### src/rtl/uart_fc_pkg.sv
package uart_fc_pkg;
  // Register addresses of the software port
  typedef enum logic [2:0] {
    A_DATA = 3'd0,
    A_CTRL = 3'd1,
    A_STAT = 3'd2,
    A_DIVL = 3'd3,
    A_DIVH = 3'd4,
    A_FRAC = 3'd5
  } regAddrT;

  // Strobes from control to datapath
  typedef struct packed {
    logic txPush;
    logic txPop;
    logic txShift;
    logic flushTx;
    logic rxPush;
    logic rxPop;
    logic rxShift;
    logic flushRx;
  } strobeT;
endpackage

### src/rtl/uart_fc_fifo.sv
module uart_fc_fifo #(
  parameter int DEPTH = 16,
  parameter int CW = $clog2(DEPTH) + 1
) (
  input  logic          clk,
  input  logic          rstN,
  input  logic          push,
  input  logic          pop,
  input  logic          flush,
  input  logic [7:0]    din,
  output logic [7:0]    head,
  output logic [CW-1:0] count
);
  localparam int AW = $clog2(DEPTH);

  logic [7:0]    mem [DEPTH];
  logic [AW-1:0] wp, rp;

  always_ff @(posedge clk or negedge rstN) begin
    if (!rstN) begin
      wp <= '0;
      rp <= '0;
      count <= '0;
    end else if (flush) begin
      wp <= '0;
      rp <= '0;
      count <= '0;
    end else begin
      if (push) wp <= wp + AW'(1);
      if (pop) rp <= rp + AW'(1);
      count <= count + {{(CW-1){1'b0}}, push} - {{(CW-1){1'b0}}, pop};
    end
  end

  always_ff @(posedge clk) begin
    if (push && !flush) mem[wp] <= din;
  end

  assign head = mem[rp];
endmodule

### src/rtl/uart_fc_dp.sv
module uart_fc_dp import uart_fc_pkg::*; #(
  parameter int DEPTH = 16,
  parameter int CW = $clog2(DEPTH) + 1
) (
  input  logic          clk,
  input  logic          rstN,
  input  strobeT        stb,
  input  logic [7:0]    wrByte,
  input  logic          rxd,
  output logic          txd,
  output logic          rxBit,
  output logic [CW-1:0] txCount,
  output logic [CW-1:0] rxCount,
  output logic [7:0]    rxHead
);
  logic [7:0] txHead, rxSh;
  logic [9:0] txSh;
  logic [1:0] rxSync;

  uart_fc_fifo #(.DEPTH(DEPTH), .CW(CW)) txFifo_i (
    .clk(clk), .rstN(rstN), .push(stb.txPush), .pop(stb.txPop), .flush(stb.flushTx),
    .din(wrByte), .head(txHead), .count(txCount));

  uart_fc_fifo #(.DEPTH(DEPTH), .CW(CW)) rxFifo_i (
    .clk(clk), .rstN(rstN), .push(stb.rxPush), .pop(stb.rxPop), .flush(stb.flushRx),
    .din(rxSh), .head(rxHead), .count(rxCount));

  always_ff @(posedge clk or negedge rstN) begin
    if (!rstN) begin
      txSh <= '1;
      rxSh <= '0;
      rxSync <= 2'b11;
    end else begin
      rxSync <= {rxSync[0], rxd};
      if (stb.txPop) txSh <= {1'b1, txHead, 1'b0};
      else if (stb.txShift) txSh <= {1'b1, txSh[9:1]};
      if (stb.rxShift) rxSh <= {rxBit, rxSh[7:1]};
    end
  end

  assign txd = txSh[0];
  assign rxBit = rxSync[1];
endmodule

### src/rtl/uart_fc_ctrl.sv
module uart_fc_ctrl import uart_fc_pkg::*; #(
  parameter int DEPTH = 16,
  parameter int CW = $clog2(DEPTH) + 1,
  parameter logic [15:0] DIV_INIT = 16'd1
) (
  input  logic          clk,
  input  logic          rstN,
  input  logic          wrEn,
  input  logic          rdEn,
  input  logic [2:0]    addr,
  input  logic [7:0]    wrData,
  output logic [7:0]    rdData,
  input  logic          ctsN,
  output logic          rtsN,
  output logic          irq,
  input  logic          rxBit,
  input  logic [CW-1:0] txCount,
  input  logic [CW-1:0] rxCount,
  input  logic [7:0]    rxHead,
  output strobeT        stb
);
  localparam logic [CW-1:0] FULL = CW'(DEPTH);

  logic fifoEn, autoFlow, ovr, fer;
  logic [1:0] trigSel;
  logic [15:0] divisor, bCnt;
  logic [3:0] mulVal, divAdd, acc;
  logic extra, tick, wrap;
  logic [16:0] limit;
  logic [4:0] accSum, accNext;
  logic [CW-1:0] cap, lvlSel, lvl;
  logic txFull, rxFull, txIdle, ctsOk, txStart, rxMid, rxEnd;
  logic txBusy, rxBusy;
  logic [3:0] txTick, txBits, rxTick, rxBits;

  // Fractional tick generator
  always_comb begin
    limit = {1'b0, (divisor == 16'd0) ? 16'd1 : divisor} - 17'd1 + {16'd0, extra};
    tick = {1'b0, bCnt} >= limit;
    accSum = {1'b0, acc} + {1'b0, divAdd};
    wrap = (mulVal != 4'd0) && (accSum >= {1'b0, mulVal});
    accNext = wrap ? accSum - {1'b0, mulVal} : accSum;
  end

  // Capacity, threshold and handshake
  always_comb begin
    cap = fifoEn ? FULL : CW'(1);
    case (trigSel)
      2'd0: lvlSel = CW'(1);
      2'd1: lvlSel = CW'(4);
      2'd2: lvlSel = CW'(8);
      default: lvlSel = CW'(14);
    endcase
    lvl = fifoEn ? lvlSel : CW'(1);
    txFull = txCount >= cap;
    rxFull = rxCount >= cap;
    txIdle = !txBusy && (txCount == '0);
    irq = rxCount >= lvl;
    rtsN = autoFlow && irq;
    ctsOk = !autoFlow || !ctsN;
  end

  // Strobes to the datapath
  always_comb begin
    txStart = !txBusy && tick && (txCount != '0) && ctsOk;
    rxMid = rxBusy && tick && (rxTick == 4'd7);
    rxEnd = rxMid && (rxBits == 4'd9);
    stb = '0;
    stb.txPush = wrEn && (addr == A_DATA) && !txFull;
    stb.txPop = txStart;
    stb.txShift = txBusy && tick && (txTick == 4'd15) && (txBits != 4'd9);
    stb.flushTx = wrEn && (addr == A_CTRL) && wrData[2];
    stb.flushRx = wrEn && (addr == A_CTRL) && wrData[1];
    stb.rxPop = rdEn && (addr == A_DATA) && (rxCount != '0);
    stb.rxShift = rxMid && (rxBits >= 4'd1) && (rxBits <= 4'd8);
    stb.rxPush = rxEnd && rxBit && !rxFull;
  end

  always_ff @(posedge clk or negedge rstN) begin
    if (!rstN) begin
      fifoEn <= 1'b1;
      trigSel <= 2'd0;
      autoFlow <= 1'b0;
      divisor <= DIV_INIT;
      mulVal <= 4'd1;
      divAdd <= 4'd0;
      bCnt <= '0;
      acc <= '0;
      extra <= 1'b0;
      ovr <= 1'b0;
      fer <= 1'b0;
      rdData <= '0;
      txBusy <= 1'b0;
      txTick <= '0;
      txBits <= '0;
      rxBusy <= 1'b0;
      rxTick <= '0;
      rxBits <= '0;
    end else begin
      if (tick) begin
        bCnt <= '0;
        acc <= accNext[3:0];
        extra <= wrap;
      end else begin
        bCnt <= bCnt + 16'd1;
      end

      if (wrEn) begin
        case (addr)
          A_CTRL: begin
            fifoEn <= wrData[0];
            trigSel <= wrData[4:3];
            autoFlow <= wrData[5];
          end
          A_DIVL: divisor[7:0] <= wrData;
          A_DIVH: divisor[15:8] <= wrData;
          A_FRAC: begin
            mulVal <= wrData[7:4];
            divAdd <= wrData[3:0];
          end
          default: ;
        endcase
      end

      ovr <= ((wrEn && (addr == A_DATA) && txFull) || (rxEnd && rxBit && rxFull))
             || (ovr && !(rdEn && (addr == A_STAT)));
      fer <= (rxEnd && !rxBit) || (fer && !(rdEn && (addr == A_STAT)));

      if (rdEn) begin
        case (addr)
          A_DATA: rdData <= (rxCount != '0) ? rxHead : 8'd0;
          A_CTRL: rdData <= {2'b00, autoFlow, trigSel, 2'b00, fifoEn};
          A_STAT: rdData <= {2'b00, txIdle, irq, fer, ovr, txFull, rxCount != '0};
          A_DIVL: rdData <= divisor[7:0];
          A_DIVH: rdData <= divisor[15:8];
          A_FRAC: rdData <= {mulVal, divAdd};
          default: rdData <= 8'd0;
        endcase
      end

      if (txStart) begin
        txBusy <= 1'b1;
        txTick <= '0;
        txBits <= '0;
      end else if (txBusy && tick) begin
        txTick <= txTick + 4'd1;
        if (txTick == 4'd15) begin
          if (txBits == 4'd9) txBusy <= 1'b0;
          else txBits <= txBits + 4'd1;
        end
      end

      if (!rxBusy) begin
        if (tick && !rxBit) begin
          rxBusy <= 1'b1;
          rxTick <= '0;
          rxBits <= '0;
        end
      end else if (tick) begin
        rxTick <= rxTick + 4'd1;
        if (rxTick == 4'd7) begin
          if (((rxBits == 4'd0) && rxBit) || (rxBits == 4'd9)) rxBusy <= 1'b0;
          rxBits <= rxBits + 4'd1;
        end
      end
    end
  end
endmodule

### src/rtl/uart_fifo_fc.sv
module uart_fifo_fc import uart_fc_pkg::*; #(
  parameter int DEPTH = 16,
  parameter logic [15:0] DIV_INIT = 16'd1
) (
  input  logic       clk,
  input  logic       rstN,
  input  logic       wrEn,
  input  logic       rdEn,
  input  logic [2:0] addr,
  input  logic [7:0] wrData,
  output logic [7:0] rdData,
  output logic       txd,
  input  logic       rxd,
  input  logic       ctsN,
  output logic       rtsN,
  output logic       irq
);
  localparam int CW = $clog2(DEPTH) + 1;

  strobeT stb;
  logic [CW-1:0] txCount, rxCount;
  logic [7:0] rxHead;
  logic rxBit;

  uart_fc_ctrl #(.DEPTH(DEPTH), .CW(CW), .DIV_INIT(DIV_INIT)) ctrl_i (
    .clk(clk), .rstN(rstN), .wrEn(wrEn), .rdEn(rdEn), .addr(addr), .wrData(wrData),
    .rdData(rdData), .ctsN(ctsN), .rtsN(rtsN), .irq(irq), .rxBit(rxBit),
    .txCount(txCount), .rxCount(rxCount), .rxHead(rxHead), .stb(stb));

  uart_fc_dp #(.DEPTH(DEPTH), .CW(CW)) dp_i (
    .clk(clk), .rstN(rstN), .stb(stb), .wrByte(wrData), .rxd(rxd), .txd(txd),
    .rxBit(rxBit), .txCount(txCount), .rxCount(rxCount), .rxHead(rxHead));
endmodule

### config.mk
export PLATFORM = sky130hd
export DESIGN_NAME = uart_fifo_fc
export DESIGN_NICKNAME = d
export VERILOG_FILES = /design/src/rtl/uart_fc_pkg.sv /design/src/rtl/uart_fc_fifo.sv /design/src/rtl/uart_fc_dp.sv /design/src/rtl/uart_fc_ctrl.sv /design/src/rtl/uart_fifo_fc.sv
export SDC_FILE = /design/constraint.sdc
export NUM_CORES = 1
export LEC_CHECK = 0
export ABC_AREA = 1
export BUFFER_PORTS_ARGS = -buffer_cell sky130_fd_sc_hd__buf_2
export CAP_MARGIN = 20
export CORE_ASPECT_RATIO = 1.1
export CORE_MARGIN = 5
export CORE_UTILIZATION = 60
export DETAILED_ROUTE_END_ITERATION = 10
export PLACE_DENSITY = 0.81
export RECOVER_POWER = 25
export SKIP_CTS_REPAIR_TIMING = 1
export SLEW_MARGIN = 5
export SYNTH_ARGS = -nofsm -noshare
export SYNTH_HDL_FRONTEND = slang
export SYNTH_SLANG_ARGS = --single-unit
### constraint.sdc
create_clock -name clk -period 5.01 [get_ports clk]
set_input_delay 0 -clock clk [delete_from_list [all_inputs] [get_ports clk]]
set_output_delay 0 -clock clk [all_outputs]
set_load 0.02 [all_outputs]
**Word level (Yosys, flattened, before mapping)**

Memories as Yosys holds them, arrays and structs flattened.
Index checks and enable logic that the tools add are counted.

- Register bits after elaboration: 123
- Latch bits: 0
- RAM bits: 256
- ROM bits: 0
- Output and inout bits: 11
- Logic and storage cells: 186
- Memories: 2

Memory list:

| memory | depth | bits a word | read ports | clocked after memory_dff | write ports | RTL line | text |
|---|---|---|---|---|---|---|---|
| dp_i.rxFifo_i.mem | 16 | 8 | 1 | 0 | 1 | uart_fc_fifo.sv:16 | `logic [7:0] mem [DEPTH];` |
| dp_i.txFifo_i.mem | 16 | 8 | 1 | 0 | 1 | uart_fc_fifo.sv:16 |  |

- $add $sub $neg: 17
- $mul: 0
- Divide/modulo/power cells: 0
- Magnitude comparators: 7
- Equality and inequality tests: 15
- Shift operators: 0
- Mux-type cells: 45
- Bitwise logic cells: 0
- Reduce and logical (&&, ||, !) cells: 72

Operators by type and width:

| kind | count |
|---|---|
| 4-bit 2-to-1 mux | 22 |
| 8-bit case mux with 6 select lines | 1 |
| 1-bit logical AND | 33 |
| 4-bit by 1-bit adder with 4-bit output (second input constant) | 8 |
| 16-bit 2-to-1 mux | 2 |
| 10-bit 2-to-1 mux | 2 |
| 2-bit nonzero test | 9 |
| 17-bit by 1-bit adder with 17-bit output | 1 |
| 16-bit by 17-bit greater-or-equal comparator with 1-bit output | 1 |
| 16-bit by 1-bit subtractor with 17-bit output (second input constant) | 1 |
| 16-bit by 1-bit adder with 16-bit output (second input constant) | 1 |
| 16-bit zero test | 1 |
| 5-bit greater-or-equal comparator | 3 |
| 5-bit 2-to-1 mux | 3 |
| 1-bit 2-to-1 mux | 13 |
| 4-bit == test (second input constant) | 3 |
| 4-bit case mux with 3 select lines | 1 |
| 5-bit by 1-bit adder with 5-bit output | 2 |
| 2-bit AND reduction | 5 |
| 5-bit nonzero test | 2 |
| 5-bit by 1-bit subtractor with 5-bit output | 2 |
| 1-bit zero test | 9 |
| 3-bit AND reduction | 3 |
| 8-bit 2-to-1 mux | 1 |
| other kinds (20) | 27 |

**Longest topological paths before layout**

- Word-level depth: 13
- Gate-level depth with buffers: 34

**Cells and area by module**

A second synthesis with hierarchy kept.

- Cell total of the unflattened synthesis: 1998
- Area total of the unflattened synthesis: 18407.7 um^2

By module, submodules not included:

| module | times used | cells an instance | area each (um^2) |
|---|---|---|---|
| uart_fc_fifo at dp_i.rxFifo_i | 1 | 628 | 6292.3 |
| uart_fc_fifo at dp_i.txFifo_i | 1 | 627 | 6291.0 |
| uart_fc_ctrl | 1 | 643 | 4972.3 |
| uart_fc_dp | 1 | 100 | 852.1 |

**Worst setup path before layout**

No wires, ideal clock.

- Kind: reg-to-reg
- Start: reg ctrl_i.divisor[4]
- End: reg dp_i.rxFifo_i.count[4]
- Data arrival time: 4.422 ns
- Slack: 0.461 ns
- Stages on the path, launching flop included: 33
- Clock period less this slack: 4.549 ns
- Cell sequence: dfrtp_1 > nor2_2 > nand2_2 > inv_1 > a41oi_1 > ha_1 > nand2_1 > nor2_1 > inv_1 > nor3_2 > nand4_1 > nor3_1 > xor2_1 > inv_1 > ha_1 > inv_1 > or2_1 > nand3_1 > nand2_1 > nand3_4 > nand3_4 > nor2_4 > nand3_4 > buf_6 > inv_2 > ha_1 > inv_1 > fa_1 > or2_2 > a21oi_1 > nor2_1 > xor2_1 > nor2_1

- Longest elaborated chain between the ends: 13

Ends and longest elaborated chain:

| item | RTL line | text |
|---|---|---|
| start, declared | uart_fc_ctrl.sv:26 | `logic [15:0] divisor, bCnt;` |
| start signal, assigned | uart_fc_ctrl.sv:115 | `A_DIVL: divisor[7:0] <= wrData;` |
| 16-bit zero test | uart_fc_ctrl.sv:38 | `limit = {1'b0, (divisor == 16'd0) ? 16'd1 : divisor} - 17'd1 + {16'd0, extra};` |
| 16-bit 2-to-1 mux (*) | uart_fc_ctrl.sv:38 |  |
| 16-bit by 1-bit subtractor with 17-bit output (*) | uart_fc_ctrl.sv:38 |  |
| 17-bit by 1-bit adder with 17-bit output (*) | uart_fc_ctrl.sv:38 |  |
| 16-bit by 17-bit greater-or-equal comparator with 1-bit output (*) | uart_fc_ctrl.sv:39 | `tick = {1'b0, bCnt} >= limit;` |
| 1-bit logical AND (*) (2 in a row) | uart_fc_ctrl.sv:66 | `rxMid = rxBusy && tick && (rxTick == 4'd7);` |
| 1-bit logical AND (*) | uart_fc_ctrl.sv:67 | `rxEnd = rxMid && (rxBits == 4'd9);` |
| 1-bit logical AND (*) (2 in a row) | uart_fc_ctrl.sv:76 | `stb.rxPush = rxEnd && rxBit && !rxFull;` |
| 5-bit by 1-bit adder with 5-bit output (*) | uart_fc_fifo.sv:31 | `count <= count + {{(CW-1){1'b0}}, push} - {{(CW-1){1'b0}}, pop};` |
| 5-bit by 1-bit subtractor with 5-bit output (*) | uart_fc_fifo.sv:31 |  |
| 5-bit 2-to-1 mux (*) | uart_fc_fifo.sv:24 | `end else if (flush) begin` |
| end signal, assigned | uart_fc_fifo.sv:31 |  |
| end, declared | uart_fc_fifo.sv:12 | `output logic [CW-1:0] count` |

Every way passes the cells marked *; elsewhere a longest branch is shown, timed or not.
A chain may end at the register's enable or synchronous reset.

**Worst setup path in the final report**

- Start: reg ctrl_i.divisor[5]
- End: reg dp_i.rxFifo_i.count[4]

The elaborated chain is that of the path after synthesis.

==> impl_metrics.env <==
export IMPL_netlist_top_cells_count="nand2_1 (259), edfxtp_1 (256), nor2_1 (218), o21ai_0 (175), inv_1 (154)"
export IMPL_max_slew_worst_pin_slew_ns=1.149
export IMPL_cts_htree_levels=2
export IMPL_p_per_area_mw_per_mm2=466.5
export IMPL_finalMaxSlewViolations=0
export IMPL_cts_sinks=378
export IMPL_finalSetupViolCount=0
export IMPL_cp_max_fo=6
export IMPL_drt_iter0_markers=1444
export IMPL_final_area_mm2=0.01958
export IMPL_ys_types=51
export IMPL_clock_power_share=0.299
export IMPL_start_util=0.6094
export IMPL_grt_max_degree=77
export IMPL_synthArstFlopShare=0.3228
export IMPL_crit_path_end_kind="flip-flop"
export IMPL_leakage_nw=8.126
export IMPL_fin_crit_sh=0.9521
export IMPL_diodes=0
export IMPL_ir_drop_mv=0.2452
export IMPL_synthFlopType="edfxtp_1"
export IMPL_synth_most_common_cell="nand2_1"
export IMPL_fin_crit_ns=4.770
export IMPL_gp_congestion=0.8935
export IMPL_nFillCells=2071
export IMPL_port_buffers=27
export IMPL_synth_area_leaders="edfxtp_1 (44%), dfrtp_1 (15%), nand2_1 (5.5%)"
export IMPL_drt_vias_per_instance=6.006
export IMPL_syn_num_nets=1763
export IMPL_placeableCoreArea_mm2=0.02879
export IMPL_p_total_w=0.009135
export IMPL_cpMostUsedCell="inv_1"
export IMPL_hold_path_class="primary input to flip-flop"
export IMPL_critical_path_class="flip-flop to flip-flop"
export IMPL_drcViolationCount=0
export IMPL_pwr_share_comb=0.273
export IMPL_p_switching_w=0.003054
export IMPL_cp_num_buf_inv=6
export IMPL_dieWidth_um=173.0
export IMPL_final_setup_skew_ns=0.01526
export IMPL_numCtsBuffers=38
export IMPL_slew_headroom=0.2338
export IMPL_syn_area_mm2=0.01754
export IMPL_multi_input_area_mm2=0.005968
export IMPL_cp_arrival_ns=5.17
export IMPL_post_drt_wl_per_cell_um=19.60
export IMPL_yosys_area_top_type_share=0.4382
export IMPL_postSynthCellCount=1673
export IMPL_final_layout_size_suffix_gt1_frac=0.1048
export IMPL_ios=28
export IMPL_ys_seq_area_frac=0.6132
export IMPL_yosys_area_top_type="edfxtp_1"
export IMPL_crit_path_start_kind="flip-flop"
export IMPL_cap_viol_max_count=0
export IMPL_hold_viol=0
export IMPL_num_rows=65
export IMPL_required_ns=5.41
export IMPL_power_frac_seq=0.428
export IMPL_insertion_delay_ns=0.53
export IMPL_dp_final_hpwl_um=27220
export IMPL_p_int_w=0.006081
export IMPL_grt_overflow=0
export IMPL_slowest_delay_ns=0.38
export IMPL_grt_antenna_before_repair=1
export IMPL_crit_family="simple AND/OR/NAND/NOR gates"
export IMPL_syn_to_final_growth_pct=11.62
export IMPL_ant_nets=0
export IMPL_ys_seq_elements=378
export IMPL_power_share_switching=0.3343
export IMPL_drt_wl_total_um=41830
export IMPL_die_h_um=189.3
export IMPL_synth_edf_count=256
export IMPL_nNetsFinal=1827
export IMPL_cts_tree="yes"
export IMPL_status="complete, no violations"
export IMPL_gr_usage_all_layers=0.2545
export IMPL_cpMaxStageDelayCell="dfrtp_1"
export IMPL_placed_area_mm2=0.01811
export IMPL_clockBufferDepth=3
export IMPL_regArea_mm2=0.01077
export IMPL_yosysWarnings=0
export IMPL_pre_cts_slack_ns=0.1417
export IMPL_fin_ws_ns=0.2398
export IMPL_die_area_mm2=0.03276
export IMPL_dr_pass1_iters=6
export IMPL_grt_pass1_vias=12550
export IMPL_vias=12820
export IMPL_max_freq_ghz=0.2096
export IMPL_root_buffer="clkbuf_16"
export IMPL_syn_avg_cell_area_um2=10.49
export IMPL_grt_pass1_wl_um=66670
export IMPL_clkTransAtPathRegs_ns=0.06
power by group through the flow:
stage          Combinational, W  Sequential, W  Clock [W]
6_report                0.00249        0.00391    0.00274
5_1_grt                 0.00283        0.00394    0.00290
4_1_cts                 0.00243        0.00390    0.00275
3_5_place_dp            0.00239        0.00396          0
3_3_place_gp            0.00228        0.00394          0
2_1_floorplan           0.00177        0.00386          0
final cells by class:
type	instances	share of cell area
clock buffers	54	0.05316
well taps	368	0.02351
inverters	160	0.03067
clock inverters	15	0.007476
flip-flops and latches	378	0.5498
multi-input cells	1074	0.3048
repair buffers	85	0.03061
routing by layer:
| metal | routed length, um | track usage |
|---|---|---|
| met3 | 3584 | 0.03255 |
| met2 | 20390 | 0.4278 |
| met4 | 1410 | 0.08750 |
| met1 | 16440 | 0.3474 |
| met5 | 7 | 0 |
metrics by stage:
stage,TNS [ns],hold WS [ns],utilization,cells
2_1_floorplan,0,-0.2956,-,1673
3_3_place_gp,0,0.07779,0.6289,2039
3_5_place_dp,0,0.08739,0.6292,2040
4_1_cts,0,-0.4752,0.6704,2109
5_1_grt,-0.1611,0.05613,0.6802,2134
6_report,0,0.04007,0.6802,2134
kinds of logic (layout without fill, tap and decap cells):
family,count (synthesis),count (layout),synth area share
and+or+nand+nor,633,633,0.1561
buffers and inverters,221,314,0.05028
adders and majority gates,73,73,0.05377
xor gates and xnor gates,29,29,0.01448
AOI/OAI and AO/OA,339,339,0.1122
DFF,378,378,0.6132
layout by cell type, fill, tap and decap left out, drive strengths merged, types with 2 or more instances in the layout:
| cell type | Yosys | routed |
|---|---|---|
| xnor2 | 10 | 10 |
| xor2 | 19 | 19 |
| o221ai | 18 | 18 |
| nand3 | 72 | 72 |
| o211ai | 15 | 15 |
| edfxtp | 256 | 256 |
| nand2 | 268 | 268 |
| fa | 4 | 4 |
| a22oi | 3 | 3 |
| o22ai | 31 | 31 |
| clkinv | 2 | 12 |
| nand4 | 13 | 13 |
| dfrtp | 108 | 108 |
| or2 | 4 | 4 |
| o21a | 3 | 3 |
| inv | 158 | 159 |
| o21ai | 196 | 196 |
| dfstp | 14 | 14 |
| nor3 | 33 | 33 |
| and3 | 2 | 2 |
| nor4 | 5 | 5 |
| o2111ai | 8 | 8 |
| a211oi | 4 | 4 |
| a22o | 2 | 2 |
| buf | 17 | 64 |
| a31oi | 2 | 2 |
| clkbuf | 44 | 62 |
| bufinv | 0 | 2 |
| o31ai | 5 | 5 |
| ha | 69 | 69 |
| clkinvlp | 0 | 2 |
| nor3b | 7 | 7 |
| nor2 | 227 | 227 |
| nand3b | 2 | 2 |
| dlygate4sd3 | 0 | 13 |
| a21boi | 3 | 3 |
| a221oi | 3 | 3 |
| a21oi | 44 | 44 |
final timing paths:
check                                   from                     end  slack (ns)  depth (start not counted)
setup / recovery           ctrl_i.divisor[5]  dp_i.rxFifo_i.count[4]        0.24                         31
hold / removal                       addr[1]           ctrl_i.fifoEn        0.04                          5
setup reg to reg           ctrl_i.divisor[5]  dp_i.rxFifo_i.count[4]        0.24                         31
hold reg to reg               dp_i.rxSync[0]          dp_i.rxSync[1]        0.35                          0
max in group asynchronous               rstN       ctrl_i.divisor[4]        3.75                          3
min in group asynchronous               rstN           ctrl_i.acc[2]        0.07                          2
sequential cells by signal (all words and copies together), names as in the netlist, 2 cells and up:
signal and flops:
dp_i.rxFifo_i.mem 128, dp_i.txFifo_i.mem 128, ctrl_i.bCnt 16, ctrl_i.divisor 16
dp_i.txSh 9, ctrl_i.rdData 8, dp_i.rxSh 8, dp_i.rxFifo_i.count 5
dp_i.txFifo_i.count 5, ctrl_i.acc 4, ctrl_i.divAdd 4, ctrl_i.mulVal 4
ctrl_i.rxBits 4, ctrl_i.rxTick 4, ctrl_i.txBits 4, ctrl_i.txTick 4
dp_i.rxFifo_i.rp 4, dp_i.rxFifo_i.wp 4, dp_i.txFifo_i.rp 4, dp_i.txFifo_i.wp 4
ctrl_i.trigSel 2, dp_i.rxSync 2
tightest hold or removal path, cell delays in order:
cell and delay [ns]:
buf_2 0.15, nor2_1 0.06, nand2_1 0.09, nor2_1 0.07, o21ai_0 0.16
No activity file was read; power rests on OpenSTA's default activity.
